**src/rtl/qmc_pkg.sv**
```systemverilog
package qmc_pkg;

    localparam int FIELD_W = 8;
    localparam int POS_W   = 2;
    localparam int CNT_W   = FIELD_W - POS_W;

    // One axis: wrapping motion counter above the live pin position.
    typedef struct packed {
        logic [CNT_W-1:0] cnt;
        logic [POS_W-1:0] pos;
    } axis_field_t;

    typedef enum logic [1:0] {
        FS_LOAD = 2'd0,
        FS_LOW  = 2'd1,
        FS_HIGH = 2'd2
    } fe_state_t;

    typedef enum logic [1:0] {
        MV_HOLD = 2'd0,
        MV_UP   = 2'd1,
        MV_JUMP = 2'd2,
        MV_DOWN = 2'd3
    } move_t;

    // Gray pair (A,B) 00,01,11,10 maps to position 0,1,2,3.
    function automatic logic [POS_W-1:0] pair_to_pos(input logic a, input logic b);
        return {a, a ^ b};
    endfunction

    function automatic move_t classify(input logic [POS_W-1:0] old_pos,
                                       input logic [POS_W-1:0] new_pos);
        logic [POS_W-1:0] d;
        d = new_pos - old_pos;
        case (d)
            2'd1:    return MV_UP;
            2'd2:    return MV_JUMP;
            2'd3:    return MV_DOWN;
            default: return MV_HOLD;
        endcase
    endfunction

    function automatic axis_field_t step_field(input axis_field_t f,
                                               input logic [POS_W-1:0] new_pos);
        logic [FIELD_W-1:0] v;
        axis_field_t        r;
        v = f;
        case (classify(f.pos, new_pos))
            MV_UP:   r = axis_field_t'(v + FIELD_W'(1));
            MV_DOWN: r = axis_field_t'(v - FIELD_W'(1));
            default: begin
                r.cnt = f.cnt;
                r.pos = new_pos;
            end
        endcase
        return r;
    endfunction

endpackage

```
**src/rtl/qmc_serial_rx.sv**
```systemverilog
module qmc_serial_rx
    import qmc_pkg::*;
#(
    parameter int FRAME_BITS = 16,
    parameter int SCLK_HALF  = 2
) (
    input  logic                  clk,
    input  logic                  rst,
    input  logic                  sdat_i,
    output logic                  ld_o,
    output logic                  sclk_o,
    output logic                  frame_done_o,
    output logic [FRAME_BITS-1:0] frame_o
);

    localparam int HC_W = (SCLK_HALF > 1) ? $clog2(SCLK_HALF) : 1;
    localparam int BC_W = (FRAME_BITS > 1) ? $clog2(FRAME_BITS) : 1;
    localparam logic [HC_W-1:0] HC_LAST = HC_W'(SCLK_HALF - 1);
    localparam logic [BC_W-1:0] BC_LAST = BC_W'(FRAME_BITS - 1);

    fe_state_t             state;
    logic [HC_W-1:0]       hcnt;
    logic [BC_W-1:0]       bcnt;
    logic [FRAME_BITS-1:0] shreg;
    logic                  ld_r;
    logic                  sclk_r;
    logic                  done_r;
    logic                  phase_end;
    logic [FRAME_BITS-1:0] shreg_nxt;

    assign phase_end = (hcnt == HC_LAST);
    // First bit sampled ends up at bit 0 after FRAME_BITS shifts.
    assign shreg_nxt = {sdat_i, shreg[FRAME_BITS-1:1]};

    always_ff @(posedge clk) begin
        if (rst) begin
            state   <= FS_LOAD;
            hcnt    <= '0;
            bcnt    <= '0;
            shreg   <= '0;
            ld_r    <= 1'b1;
            sclk_r  <= 1'b0;
            done_r  <= 1'b0;
            frame_o <= '0;
        end else begin
            done_r <= 1'b0;
            hcnt   <= phase_end ? '0 : hcnt + HC_W'(1);
            case (state)
                FS_LOAD: begin
                    if (phase_end) begin
                        state <= FS_LOW;
                        ld_r  <= 1'b0;
                    end
                end
                FS_LOW: begin
                    if (phase_end) begin
                        state  <= FS_HIGH;
                        sclk_r <= 1'b1;
                        shreg  <= shreg_nxt;
                        if (bcnt == BC_LAST) begin
                            frame_o <= shreg_nxt;
                            done_r  <= 1'b1;
                        end
                    end
                end
                FS_HIGH: begin
                    if (phase_end) begin
                        sclk_r <= 1'b0;
                        if (bcnt == BC_LAST) begin
                            state <= FS_LOAD;
                            ld_r  <= 1'b1;
                            bcnt  <= '0;
                        end else begin
                            state <= FS_LOW;
                            bcnt  <= bcnt + BC_W'(1);
                        end
                    end
                end
                default: begin
                    state  <= FS_LOAD;
                    ld_r   <= 1'b1;
                    sclk_r <= 1'b0;
                    bcnt   <= '0;
                end
            endcase
        end
    end

    assign ld_o         = ld_r;
    assign sclk_o       = sclk_r;
    assign frame_done_o = done_r;

endmodule

```
**src/rtl/qmc_axis_counter.sv**
```systemverilog
module qmc_axis_counter
    import qmc_pkg::*;
(
    input  logic             clk,
    input  logic             rst,
    input  logic             upd_i,
    input  logic             pin_a_i,
    input  logic             pin_b_i,
    input  logic             load_i,
    input  logic [CNT_W-1:0] load_val_i,
    output axis_field_t      field_o
);

    axis_field_t field_r;
    axis_field_t field_nxt;

    always_comb begin
        field_nxt = field_r;
        if (upd_i) begin
            field_nxt = step_field(field_r, pair_to_pos(pin_a_i, pin_b_i));
        end
        // Test preload owns the counter; the pin position keeps tracking.
        if (load_i) begin
            field_nxt.cnt = load_val_i;
        end
    end

    always_ff @(posedge clk) begin
        if (rst) begin
            field_r <= '0;
        end else begin
            field_r <= field_nxt;
        end
    end

    assign field_o = field_r;

endmodule

```
**src/rtl/qmc_mouse_counter.sv**
```systemverilog
module qmc_mouse_counter
    import qmc_pkg::*;
#(
    parameter int PORTS     = 2,
    parameter int SCLK_HALF = 2,
    parameter int MISC_BITS = 8
) (
    input  logic                                clk,
    input  logic                                rst,
    input  logic                                sdat_i,
    input  logic                                test_we_i,
    input  logic [2*FIELD_W-1:0]                test_data_i,
    input  logic [((PORTS>1)?$clog2(PORTS):1)-1:0] rd_sel_i,
    output logic                                ld_o,
    output logic                                sclk_o,
    output logic [2*FIELD_W-1:0]                rd_data_o,
    output logic [MISC_BITS-1:0]                misc_o
);

    localparam int AXES       = 2 * PORTS;
    localparam int QUAD_BITS  = 2 * AXES;
    localparam int FRAME_BITS = QUAD_BITS + MISC_BITS;
    localparam int REG_W      = 2 * FIELD_W;

    logic                    frame_done;
    logic [FRAME_BITS-1:0]   frame_data;
    axis_field_t             fields [AXES];
    logic [AXES*FIELD_W-1:0] fields_flat;
    logic [REG_W-1:0]        port_reg [PORTS];
    logic [MISC_BITS-1:0]    misc_r;

    qmc_serial_rx #(
        .FRAME_BITS (FRAME_BITS),
        .SCLK_HALF  (SCLK_HALF)
    ) i_rx (
        .clk          (clk),
        .rst          (rst),
        .sdat_i       (sdat_i),
        .ld_o         (ld_o),
        .sclk_o       (sclk_o),
        .frame_done_o (frame_done),
        .frame_o      (frame_data)
    );

    // Axis g uses serial bits 2g (A) and 2g+1 (B); even g is horizontal.
    for (genvar g = 0; g < AXES; g++) begin : g_axis
        logic [CNT_W-1:0] preload;
        if ((g % 2) == 0) begin : g_horiz
            assign preload = test_data_i[FIELD_W-1:POS_W];
        end else begin : g_vert
            assign preload = test_data_i[REG_W-1:FIELD_W+POS_W];
        end

        qmc_axis_counter i_axis (
            .clk        (clk),
            .rst        (rst),
            .upd_i      (frame_done),
            .pin_a_i    (frame_data[2*g]),
            .pin_b_i    (frame_data[2*g+1]),
            .load_i     (test_we_i),
            .load_val_i (preload),
            .field_o    (fields[g])
        );

        assign fields_flat[g*FIELD_W +: FIELD_W] = fields[g];
    end

    for (genvar p = 0; p < PORTS; p++) begin : g_port
        assign port_reg[p] = {fields[2*p+1], fields[2*p]};
    end

    always_ff @(posedge clk) begin
        if (rst) begin
            misc_r <= '0;
        end else if (frame_done) begin
            misc_r <= frame_data[FRAME_BITS-1:QUAD_BITS];
        end
    end

    assign rd_data_o = port_reg[rd_sel_i];
    assign misc_o    = misc_r;

endmodule

```
**config.mk**
```make
export PLATFORM = sky130hd
export DESIGN_NAME = qmc_mouse_counter
export DESIGN_NICKNAME = d
export VERILOG_FILES = /design/src/rtl/qmc_pkg.sv /design/src/rtl/qmc_serial_rx.sv /design/src/rtl/qmc_axis_counter.sv /design/src/rtl/qmc_mouse_counter.sv
export SDC_FILE = /design/constraint.sdc
export NUM_CORES = 1
export LEC_CHECK = 0
export BUFFER_PORTS_ARGS = -buffer_cell sky130_fd_sc_hd__buf_2
export CORE_MARGIN = 3
export CORE_UTILIZATION = 30
export CTS_BUF_LIST = sky130_fd_sc_hd__clkbuf_8
export DETAILED_ROUTE_END_ITERATION = 12
export HOLD_SLACK_MARGIN = 0.08
export SLEW_MARGIN = 20
export SYNTH_ARGS = -nofsm -noshare
export SYNTH_HDL_FRONTEND = slang
export SYNTH_HIERARCHICAL = 1
export SYNTH_SLANG_ARGS = --single-unit
export TNS_END_PERCENT = 5
```
**constraint.sdc**
```tcl
create_clock -name clk -period 2.6 [get_ports clk]
set_clock_uncertainty 0.05 [all_clocks]
set_input_delay 0.39 -clock clk [delete_from_list [all_inputs] [get_ports clk]]
set_output_delay 0.39 -clock clk [all_outputs]
set_load 0.05 [all_outputs]
```
==> impl_metrics.toml <==
[detailed_routing]
drc = 0
initialDrtViolationCount = 261
wl_per_cell_um = 13.8
first_pass_iters = 5
ant_nets = 0
routed_wl_um = 12500
vias = 4632
viasPerCell = 5.12

[logic_synthesis]
synth-async-reset-ratio_pct = 0
ys_ff_latch = 81
synth_cell_types = 68
yosysWarningCount = 6
yosys-top-cells-area = "dfxtp_1 31%, a21oi_1 5.3%, o21ai_0 5.1%, nand2_1 4.6%, ha_1 4.1%"
yosysTopAreaCell = "dfxtp_1"
synth_nets = 671
syn_area_per_cell_sq_um = 8.18
synth_area_sq_um = 5180
synth-seq-area-share_pct = 31.3
synth_flop_cell = "dfxtp_1"
synth_top_area_share_pct = 31.3
synth_cells = 633
synth_edf_count = 0

[setup_path]
reg2reg_from = "g_axis[0].i_axis/field_o[0]"
crit_family = "compound AO/OA/AOI/OAI gates"
critPathSlowestCell = "dfxtp_2"
critPathLaunch = "g_axis[0].i_axis/field_o[0]"
cp_num_buf_inv = 0
max_stage_delay_ps = 360
critPathKind = "flip-flop to flip-flop"
path_cells = "xnor2_4 -> mux2i_4 -> ha_4 -> and3_1 -> a41o_1 -> a2111oi_4 -> o21bai_1 -> xnor2_1 -> a311oi_1"
arrival_ps = 2760
critPathMaxFanout = 5
start_kind = "flip-flop"
worstPathRequired_ps = 2820
end_kind = "flip-flop"

[clock_tree]
cts_sinks = 81
holdBufCountCts = 0
cts_buffers = 9
htreeDepth = 3
cts.clk_slew.worst_paths_ps = 100
root_buffer = "clkbuf_8"
cts_tree = "built"
clock_latency_ps = 360
clockBufferDepth = 2

[grt]
global_route.usage.met2_pct = 22.3
grt_usage_pct = 13.4
grt.busiest_layer = "met2"
grt-ovfl-total = 0
met3_usage_pct = 2.85
grt_pass1_wl_um = 20900
grt_max_degree = 27
met1_usage_pct = 17.9
grt_pass1_vias = 4356
grt_antenna_before_repair = 0

[floorplan]
die_area_sq_um = 18900
start_util_pct = 30.9
fp-row-count = 47
num_io_pins = 47
die_height_um = 137
die_x_um = 137
core_area_sq_um = 16800

[power]
power_density_nw_per_um2 = 413
total_power_mw = 2.52
irDropWorstVdd_uv = 223
power.leakage_nw = 2.33

[finish]
syn_to_final_growth_pct = 17.9
drive_gt1_share_pct = 22.3
instances_no_fill = 905
final_util_pct = 36.4
num_antenna_cells = 0
nets = 718

[place]
io_buffers = 42
placed_cells = 886
gp_congestion = 0.820
hpwlAfterDp_um = 8850
post-place-ws_ps = 12.0

[flow_run]
cap_violations = 0

[run_status]
status = "completed"

[sta]
grt_setup_unrepaired = "yes"
hold_viol = 0
fin_crit_sh_pct = 97.5
post-route-min-period_ps = 2530
final-setup-viol-count = 0
worst_pin_slew_ps = 657
setup_slack_ps = 65.0
slew_violations = 0
slew_headroom_pct = 56.2
hold_ws_ps = 225
fmax_mhz = 394

[min_path]
hold_path_class = "input pin to flip-flop"
holdCritStartpoint = "sdat_i"
-- worst register-to-register path: cells and delay by family, from the launching register on --
family,cells,cell delay [ps]
compound gates,4,910
xor+xnor,2,390
flops,1,360
mux,1,340
fa+ha+maj,1,250
simple gates,1,160
-- cell usage in the layout, fill, tap and decap left out, types with 11 or more instances in the layout --
cell	Yosys	layout
dfxtp_1	81	76
nand2_1	64	64
o21ai_0	53	53
a21oi_1	55	53
nor2_1	45	45
buf_2	16	42
buf_4	0	35
nand3_1	31	31
inv_1	22	22
mux2i_1	19	16
xnor2_1	15	15
ha_1	17	12
mux2_4	11	11
-- path summary, 6_finish.rpt --
kind	endpoint	slack, ps	depth (start not counted)
hold reg to reg	i_rx/shreg[1]	410	2
setup reg to reg	g_axis[0].i_axis/field_o[6]	70	9
hold / removal	i_rx/shreg[15]	220	3
setup / recovery	g_axis[0].i_axis/field_o[6]	70	9
-- layout make-up --
class / instances / area (sq um)
clock buffers: 9 / 124
inverters: 23 / 86.3
repair buffers: 78 / 484
flip-flops and latches: 81 / 1630
clock inverters: 7 / 58.8
fillers: 1782 / 10700
well taps: 220 / 275
multi-input cells: 487 / 3450
-- logic make-up (layout without fill, tap and decap cells) --
logic type,count (synthesis),in the layout,synth area share (%)
and+or+nand+nor,204,204,19.0
AOI/OAI and AO/OA,196,196,24.6
DFF,81,81,31.3
buffers and inverters,65,117,6.28
muxes,36,36,8.17
xor gates and xnor gates,29,29,5.48
adders and majority gates,22,22,5.10
-- per-stage QoR --
| stage | area [sq um] | TNS [ps] |
|---|---|---|
| 2_1_floorplan | 5340 | -10.3 |
| 6_report | 6110 | 0 |
| 3_5_place_dp | 5820 | 0 |
| 3_3_place_gp | 5820 | 0 |
| 5_1_grt | 6110 | -335 |
| 4_1_cts | 6020 | 0 |
-- synth_stat cells (12+ instances only) --
library cell  instances
nand2_1              64
mux2i_1              19
dfxtp_1              81
a21oi_1              55
nor2_1               45
xnor2_1              15
nor3_1               12
nand3_1              31
o21ai_0              53
buf_2                16
inv_1                22
clkbuf_1             18
ha_1                 17
-- timing repair --
item / 4_1_cts / 5_1_grt
cloned: 0 / 0
pin swaps: 0 / 7
buffers inserted: 2 / 1
resized for setup: 0 / 16
setup endpoints to repair: 1 / 12
-- sequential cells by signal, indices dropped and copies added (netlist names) --
name and count:
misc_o 8, i_rx/sclk_o 1, i_rx/state 2, i_rx/bcnt 4
i_rx/frame_o 16, g_axis.i_axis/field_o 32, i_rx/frame_done_o 1, i_rx/shreg 15
i_rx/hcnt 1, i_rx/ld_o 1
-- report_power, final --
part	internal, mW	total, mW	switching [mW]
clock	0.366	0.886	0.520
sequential	1.27	1.32	0.0463
combinational	0.112	0.318	0.206
total	1.75	2.52	0.772
-- routing by layer --
layer	up-vias	share of wire [%]
met3	4	4.4
met5	-	0
met2	70	47
li1	2402	-
met4	0	0.35
met1	2156	49
No activity file was read; power rests on OpenSTA's default activity.
